===== config.mk =====
export PLATFORM = sky130hd
export DESIGN_NAME = pps_timekeeper
export DESIGN_NICKNAME = d
export VERILOG_FILES = /design/src/rtl/tk_pkg.sv /design/src/rtl/tk_pps_edge.sv /design/src/rtl/tk_regs.sv /design/src/rtl/tk_counter.sv /design/src/rtl/tk_readback.sv /design/src/rtl/pps_timekeeper.sv
export SDC_FILE = /design/constraint.sdc
export NUM_CORES = 1
export LEC_CHECK = 0
export BUFFER_PORTS_ARGS = -buffer_cell sky130_fd_sc_hd__buf_2
export CORE_ASPECT_RATIO = 0.5
export CORE_UTILIZATION = 30
export CTS_CLUSTER_DIAMETER = 80
export DETAILED_ROUTE_END_ITERATION = 8
export GPL_TIMING_DRIVEN = 0
export SYNTH_ARGS = -nofsm -noshare
export SYNTH_HDL_FRONTEND = slang
export SYNTH_SLANG_ARGS = --single-unit
export TNS_END_PERCENT = 30

===== constraint.sdc =====
create_clock -name clk -period 4.35 [get_ports clk]
set_input_delay 0 -clock clk [delete_from_list [all_inputs] [get_ports clk]]
set_output_delay 0 -clock clk [all_outputs]
set_load 0.02 [all_outputs]

===== src/rtl/tk_pkg.sv =====
// Package: shared register addresses for the timekeeper.
// Assumes a 3-bit address space for both write and read ports.
package tk_pkg;
    localparam int ADDR_W = 3;
    localparam logic [ADDR_W-1:0] A_SECS  = 3'd0;
    localparam logic [ADDR_W-1:0] A_TICKS = 3'd1;
    localparam logic [ADDR_W-1:0] A_FLAGS = 3'd2;
    localparam logic [ADDR_W-1:0] A_MODE  = 3'd3;
    localparam logic [ADDR_W-1:0] A_TPS   = 3'd4;
    localparam int FLAG_EDGE = 0;
    localparam int FLAG_SRC  = 1;
endpackage


===== src/rtl/tk_pps_edge.sv =====
// Module: selects one PPS pin, synchronizes it with two flops and flags
// the chosen transition as a one-cycle pulse.
// Assumes the pins are asynchronous and much slower than clk.
module tk_pps_edge (
    input  logic clk,
    input  logic rst_n,
    input  logic pin_a,
    input  logic pin_b,
    input  logic use_b,
    input  logic rising,
    output logic edge_o
);
    logic raw;
    logic s1, s2, s3;

    // Pin select ahead of the synchronizer.
    always_comb raw = use_b ? pin_b : pin_a;

    // Two-flop synchronizer plus one history stage.
    always_ff @(posedge clk) begin
        if (!rst_n) begin
            s1 <= 1'b0;
            s2 <= 1'b0;
            s3 <= 1'b0;
        end else begin
            s1 <= raw;
            s2 <= s1;
            s3 <= s2;
        end
    end

    // Transition detect of the chosen polarity.
    always_comb edge_o = rising ? (s2 & ~s3) : (~s2 & s3);
endmodule


===== src/rtl/tk_regs.sv =====
// Module: register file holding the candidate time, flags, mode and
// ticks-per-second. Arms the load on a ticks write and fires it either
// at once or on a PPS edge.
// Assumes single-cycle write strobes.
module tk_regs #(
    parameter int TIME_W      = 32,
    parameter int DEFAULT_TPS = 100_000_000
) (
    input  logic                      clk,
    input  logic                      rst_n,
    input  logic                      wr_en,
    input  logic [tk_pkg::ADDR_W-1:0] wr_addr,
    input  logic [TIME_W-1:0]         wr_data,
    input  logic                      pps_edge,
    output logic [TIME_W-1:0]         cand_secs,
    output logic [TIME_W-1:0]         cand_ticks,
    output logic [TIME_W-1:0]         tps,
    output logic                      use_b,
    output logic                      rising,
    output logic                      fire
);
    import tk_pkg::*;

    logic armed;
    logic immediate;
    logic ticks_wr;

    // Decode of the arming write.
    always_comb ticks_wr = wr_en && (wr_addr == A_TICKS);

    // Load fires when armed and either immediate or on the PPS edge.
    always_comb fire = armed && (immediate || pps_edge);

    // Configuration and candidate registers.
    always_ff @(posedge clk) begin
        if (!rst_n) begin
            cand_secs  <= '0;
            cand_ticks <= '0;
            tps        <= TIME_W'(DEFAULT_TPS);
            use_b      <= 1'b0;
            rising     <= 1'b0;
            immediate  <= 1'b0;
        end else if (wr_en) begin
            case (wr_addr)
                A_SECS:  cand_secs  <= wr_data;
                A_TICKS: cand_ticks <= wr_data;
                A_FLAGS: begin
                    rising <= wr_data[FLAG_EDGE];
                    use_b  <= wr_data[FLAG_SRC];
                end
                A_MODE:  immediate  <= wr_data[0];
                A_TPS:   tps        <= wr_data;
                default: ;
            endcase
        end
    end

    // Arm flag: set by a ticks write, cleared once the load fires.
    always_ff @(posedge clk) begin
        if (!rst_n)        armed <= 1'b0;
        else if (ticks_wr) armed <= 1'b1;
        else if (fire)     armed <= 1'b0;
    end

    p_arm_r3: assert property (@(posedge clk) disable iff (!rst_n)
        ticks_wr |=> armed);
    p_disarm_r8: assert property (@(posedge clk) disable iff (!rst_n)
        (fire && !ticks_wr) |=> !armed);
endmodule


===== src/rtl/tk_counter.sv =====
// Module: seconds and ticks counters with programmable wrap and a
// parallel load.
// Assumes a load takes priority over counting in the same cycle.
module tk_counter #(
    parameter int TIME_W = 32
) (
    input  logic              clk,
    input  logic              rst_n,
    input  logic              load,
    input  logic [TIME_W-1:0] ld_secs,
    input  logic [TIME_W-1:0] ld_ticks,
    input  logic [TIME_W-1:0] tps,
    output logic [TIME_W-1:0] secs,
    output logic [TIME_W-1:0] ticks
);
    localparam int W1 = TIME_W + 1;

    logic wrap;

    // Wrap when the next tick would reach the per-second count.
    always_comb wrap = ({1'b0, ticks} + W1'(1)) >= {1'b0, tps};

    // Counter update: load, wrap into seconds, or plain increment.
    always_ff @(posedge clk) begin
        if (!rst_n) begin
            secs  <= '0;
            ticks <= '0;
        end else if (load) begin
            secs  <= ld_secs;
            ticks <= ld_ticks;
        end else if (wrap) begin
            secs  <= secs + 1'b1;
            ticks <= '0;
        end else begin
            ticks <= ticks + 1'b1;
        end
    end

    p_wrap_r2: assert property (@(posedge clk) disable iff (!rst_n)
        (!load && wrap) |=> (ticks == '0) && (secs == $past(secs) + 1'b1));
    p_incr_r2: assert property (@(posedge clk) disable iff (!rst_n)
        (!load && !wrap) |=> (ticks == $past(ticks) + 1'b1) && $stable(secs));
    p_load_r4: assert property (@(posedge clk) disable iff (!rst_n)
        load |=> (secs == $past(ld_secs)) && (ticks == $past(ld_ticks)));
endmodule


===== src/rtl/tk_readback.sv =====
// Module: registered readback with a ticks capture taken on every
// seconds read.
// Assumes one-cycle read latency is acceptable to the reader.
module tk_readback #(
    parameter int TIME_W = 32
) (
    input  logic                      clk,
    input  logic                      rst_n,
    input  logic                      rd_en,
    input  logic [tk_pkg::ADDR_W-1:0] rd_addr,
    input  logic [TIME_W-1:0]         secs,
    input  logic [TIME_W-1:0]         ticks,
    output logic [TIME_W-1:0]         rd_data
);
    import tk_pkg::*;

    logic [TIME_W-1:0] snap;

    // Read mux and ticks capture on a seconds read.
    always_ff @(posedge clk) begin
        if (!rst_n) begin
            rd_data <= '0;
            snap    <= '0;
        end else if (rd_en) begin
            case (rd_addr)
                A_SECS: begin
                    rd_data <= secs;
                    snap    <= ticks;
                end
                A_TICKS: rd_data <= snap;
                default: rd_data <= '0;
            endcase
        end
    end

    p_snap_r10: assert property (@(posedge clk) disable iff (!rst_n)
        (rd_en && rd_addr == A_SECS) |=> (snap == $past(ticks)));
endmodule


===== src/rtl/pps_timekeeper.sv =====
// Module: top of the PPS-aligned timekeeper. Ties the pin selector,
// register file, counters and readback together.
// Assumes all register traffic is synchronous to clk.
module pps_timekeeper #(
    parameter int TIME_W      = 32,
    parameter int DEFAULT_TPS = 100_000_000
) (
    input  logic              clk,
    input  logic              rst_n,
    input  logic              pps_a,
    input  logic              pps_b,
    input  logic              wr_en,
    input  logic [2:0]        wr_addr,
    input  logic [TIME_W-1:0] wr_data,
    input  logic              rd_en,
    input  logic [2:0]        rd_addr,
    output logic [TIME_W-1:0] rd_data
);
    logic              pps_edge, use_b, rising, fire;
    logic [TIME_W-1:0] cand_secs, cand_ticks, tps, secs, ticks;

    tk_pps_edge u_edge (
        .clk(clk), .rst_n(rst_n), .pin_a(pps_a), .pin_b(pps_b),
        .use_b(use_b), .rising(rising), .edge_o(pps_edge)
    );

    tk_regs #(.TIME_W(TIME_W), .DEFAULT_TPS(DEFAULT_TPS)) u_regs (
        .clk(clk), .rst_n(rst_n), .wr_en(wr_en), .wr_addr(wr_addr),
        .wr_data(wr_data), .pps_edge(pps_edge), .cand_secs(cand_secs),
        .cand_ticks(cand_ticks), .tps(tps), .use_b(use_b),
        .rising(rising), .fire(fire)
    );

    tk_counter #(.TIME_W(TIME_W)) u_cnt (
        .clk(clk), .rst_n(rst_n), .load(fire), .ld_secs(cand_secs),
        .ld_ticks(cand_ticks), .tps(tps), .secs(secs), .ticks(ticks)
    );

    tk_readback #(.TIME_W(TIME_W)) u_rb (
        .clk(clk), .rst_n(rst_n), .rd_en(rd_en), .rd_addr(rd_addr),
        .secs(secs), .ticks(ticks), .rd_data(rd_data)
    );
endmodule


==> impl_metrics.env <==
export IMPL_final_antenna_net_count=0
export IMPL_grt_pass1_wl_um=53200
export IMPL_cp_required_ps=4800
export IMPL_finalCritPeriodShare_pct=97.4
export IMPL_reg2reg_from="u_cnt.ticks[0]$_SDFF_PN0_"
export IMPL_hold_viol=0
export IMPL_setup_viol=0
export IMPL_worst_slew_margin_rel_pct=37.5
export IMPL_post_drt_wl_per_cell_um=19.0
export IMPL_end_kind="flip-flop"
export IMPL_hold_class="in2reg"
export IMPL_slew_viol_final=0
export IMPL_finClkSkew_ps=26.1
export IMPL_peakVddDrop_v=0.000193
export IMPL_num_antenna_cells=0
export IMPL_start_kind="flip-flop"
export IMPL_syn_nets=1335
export IMPL_synth_distinct_cells=56
export IMPL_gp_congestion=0.906
export IMPL_grt_pass1_vias=8896
export IMPL_tightest_slew_ps=937
export IMPL_crit_fanout=10
export IMPL_syn_avg_cell_area_sq_um=8.23
export IMPL_cts_htree_levels=1
export IMPL_die_w_um=265
export IMPL_drc=0
export IMPL_drv_cap=0
export IMPL_antenna_found_initial=0
export IMPL_layout_common_cells="317 x nand2_1, 229 x dfxtp_1, 165 x a21oi_1, 83 x clkbuf_1, 78 x buf_2"
export IMPL_ys_ff_latch=231
export IMPL_cp_data_arrival_time_ps=4690
export IMPL_powerDensity_nw_per_um2=357
export IMPL_io_pins=76
export IMPL_r2r_slack_ps=110
export IMPL_met2_length_um=14900
export IMPL_min_path_cells=5
export IMPL_r2r_end="u_cnt.ticks[17]$_SDFF_PN0_"
export IMPL_cts_buffers=24
export IMPL_first_iter_violations=989
export IMPL_syn2layout_area_growth_pct=22.2
export IMPL_highest_signal_layer="met4"
export IMPL_worstSetupPathType="reg2reg"
export IMPL_initial_utilization_pct=30.9
export IMPL_rows=47
export IMPL_synth_edf_count=0
export IMPL_worstSkewPairLatency_ps=530
export IMPL_fin_util_pct=37.7
export IMPL_rsz0062_at_grt="yes"
export IMPL_hold_path_endpoint="u_regs.immediate$_SDFFE_PN0P_"
export IMPL_clkSinkCount=231
export IMPL_grt_total_usage_pct=19.4
export IMPL_via_count=9860
export IMPL_synthArstFlopShare_pct=0
export IMPL_clkTransAtPathRegs_ps=70
export IMPL_layout_commonest_cell="nand2_1"
export IMPL_max_freq_ghz=0.236
export IMPL_grt_max_degree=15
export IMPL_hpwl_um=26000
export IMPL_synth_warning_count=0
export IMPL_dieArea_sq_um=35300
export IMPL_cts_tree="built"
export IMPL_nets=1484
export IMPL_drive_above_1_share_pct=11.7
export IMPL_status="complete, no violations"
export IMPL_core_area_sq_um=33500
export IMPL_place_area_sq_um=11300
export IMPL_rr_worst_depth=19
export IMPL_firstDrtPassIters=9
export IMPL_io_buffers=74
export IMPL_met3_wirelength_um=2690
export IMPL_period_needed_ps=4240
export IMPL_wl_met1_um=17100
export IMPL_overflow=0
export IMPL_ys_flop_type="dfxtp_1"
export IMPL_syn_inst=1257
export IMPL_clk_path_buf_depth=3
export IMPL_wirelength_um=35400
export IMPL_min_delay_start="wr_en"
export IMPL_syn_area_sq_um=10300
export IMPL_ys_seq_area_share_pct=44.7
export IMPL_power_static_leakage_nw=4.60
export IMPL_postLayoutCellArea_sq_um=12600
export IMPL_setup_tns_final_ps=0
export IMPL_die_height_um=133
export IMPL_vias_per_cell=5.29
export IMPL_cts_root_buf="clkbuf_16"
cells in the mapped netlist (all sizes together), types with 2 or more instances:
library cell  number  area share, %
a32o              31            3.0
o211ai            14            1.0
and4              12            1.0
a21o               3           0.22
and2               8           0.48
nor2b              2           0.12
nor4b              2           0.17
or4                2           0.15
o31ai              5           0.36
inv               37            1.3
mux2i              3           0.29
nor2              74            2.7
a221oi             2           0.17
nand4             14           0.85
o221a              5           0.54
o32ai             15            2.3
nor4               5           0.30
nor3              14           0.79
o22ai              6           0.36
a31oi             11           0.67
nand2            318             12
or3                2           0.12
a21oi            165            8.0
xor2              11           0.93
ha                34            4.1
a222oi            32            3.1
xnor2             19            1.6
dfxtp            231             45
a22oi             14            1.0
buf               13           0.82
o21ai             11           0.53
and3              17            1.0
nand3             23            1.2
clkbuf            83            3.0
and3b              2           0.17
nor3b              4           0.29
per-layer routing:
layer / GRT usage (%) / vias to the layer above
met3: 2.87 / 46
met2: 29.0 / 347
met1: 29.1 / 4711
li1: - / 4756
met5: 0 / -
met4: 4.65 / 0
report_power, final:
group          total (mW)  leakage, nW  internal (mW)  switching [mW]
clock network        2.11        0.389           1.24           0.870
registers            2.16         1.87           2.14          0.0192
logic               0.248         2.35         0.0838           0.165
total                4.52         4.60           3.47            1.05
stage by stage:
step / hold WS (ps) / power (mW) / worst slack (ps) / std cells
floorplan: 136 / 2.31 / 530 / 1257
global placement: 241 / 2.42 / -996 / 1772
detailed placement: 241 / 2.42 / -947 / 1774
CTS: 41.0 / 4.54 / 1.54 / 1862
global route: 94.4 / 4.64 / -48.5 / 1864
finish: 44.1 / 4.52 / 114 / 1864
area by class of cell:
cell class / count / area [sq um]
fill: 3464 / 20900
multi-input combinational: 892 / 5260
sequential: 231 / 4630
timing repair buffer: 124 / 853
clock buffer: 36 / 707
tap: 441 / 552
buffer: 95 / 417
inverter: 38 / 143
clock inverter: 7 / 91.3
critical path, cell delays in order (launching register included):
cell     delay (ps)
dfxtp_4         400
ha_2            210
nand3_2         130
or4_4           560
buf_4           190
nor2b_2         140
and2_1          180
nand4_1         150
xnor2_2         180
ha_1            300
a21o_1          160
nand3_1          70
a21oi_1          80
o21ba_2         240
or3_1           320
buf_4           190
nor2_4          130
buf_6           170
buf_6           160
a32o_1          180
kinds of logic after synthesis:
logic type	Yosys count	synth area share, %
compound gates	324	22.1
xor+xnor	30	2.54
fa+ha+maj	34	4.11
buf+inv	134	5.21
flops	231	44.7
mux	3	0.290
simple gates	501	21.0
what timing repair did:
item,4_1_cts,5_1_grt
endpoints found under the hold margin,101,0
endpoints found under the setup margin,64,61
resized for setup,13,18
buffers inserted,3,2
hold buffers,43,0
pin swaps,1,3
sequential cells by signal, indices dropped and copies added, names as in the netlist:
signal / count
u_rb.rd_data: 32
u_rb.snap: 32
u_regs.rising: 1
u_regs.cand_ticks: 32
u_regs.armed: 1
u_edge.s2: 1
u_edge.s3: 1
u_cnt.ticks: 32
u_regs.use_b: 1
u_regs.cand_secs: 32
u_regs.immediate: 1
u_cnt.secs: 32
u_regs.tps: 32
u_edge.s1: 1
worst max-delay path by stage:
stage                         startpoint                          end  slack, ps  cells past startpoint
2_1_floorplan  u_cnt.ticks[0]$_SDFF_PN0_   u_cnt.ticks[10]$_SDFF_PN0_        530                     18
3_3_place_gp   u_cnt.ticks[0]$_SDFF_PN0_  u_cnt.secs[26]$_SDFFE_PN0P_      -1000                     15
3_5_place_dp   u_cnt.ticks[0]$_SDFF_PN0_  u_cnt.secs[26]$_SDFFE_PN0P_       -950                     15
4_1_cts        u_cnt.ticks[0]$_SDFF_PN0_  u_cnt.secs[13]$_SDFFE_PN0P_          2                     19
5_1_grt        u_cnt.ticks[0]$_SDFF_PN0_  u_cnt.secs[22]$_SDFFE_PN0P_        -50                     18
6_report       u_cnt.ticks[0]$_SDFF_PN0_   u_cnt.ticks[17]$_SDFF_PN0_        110                     19
(Power assumes the default switching activity.)
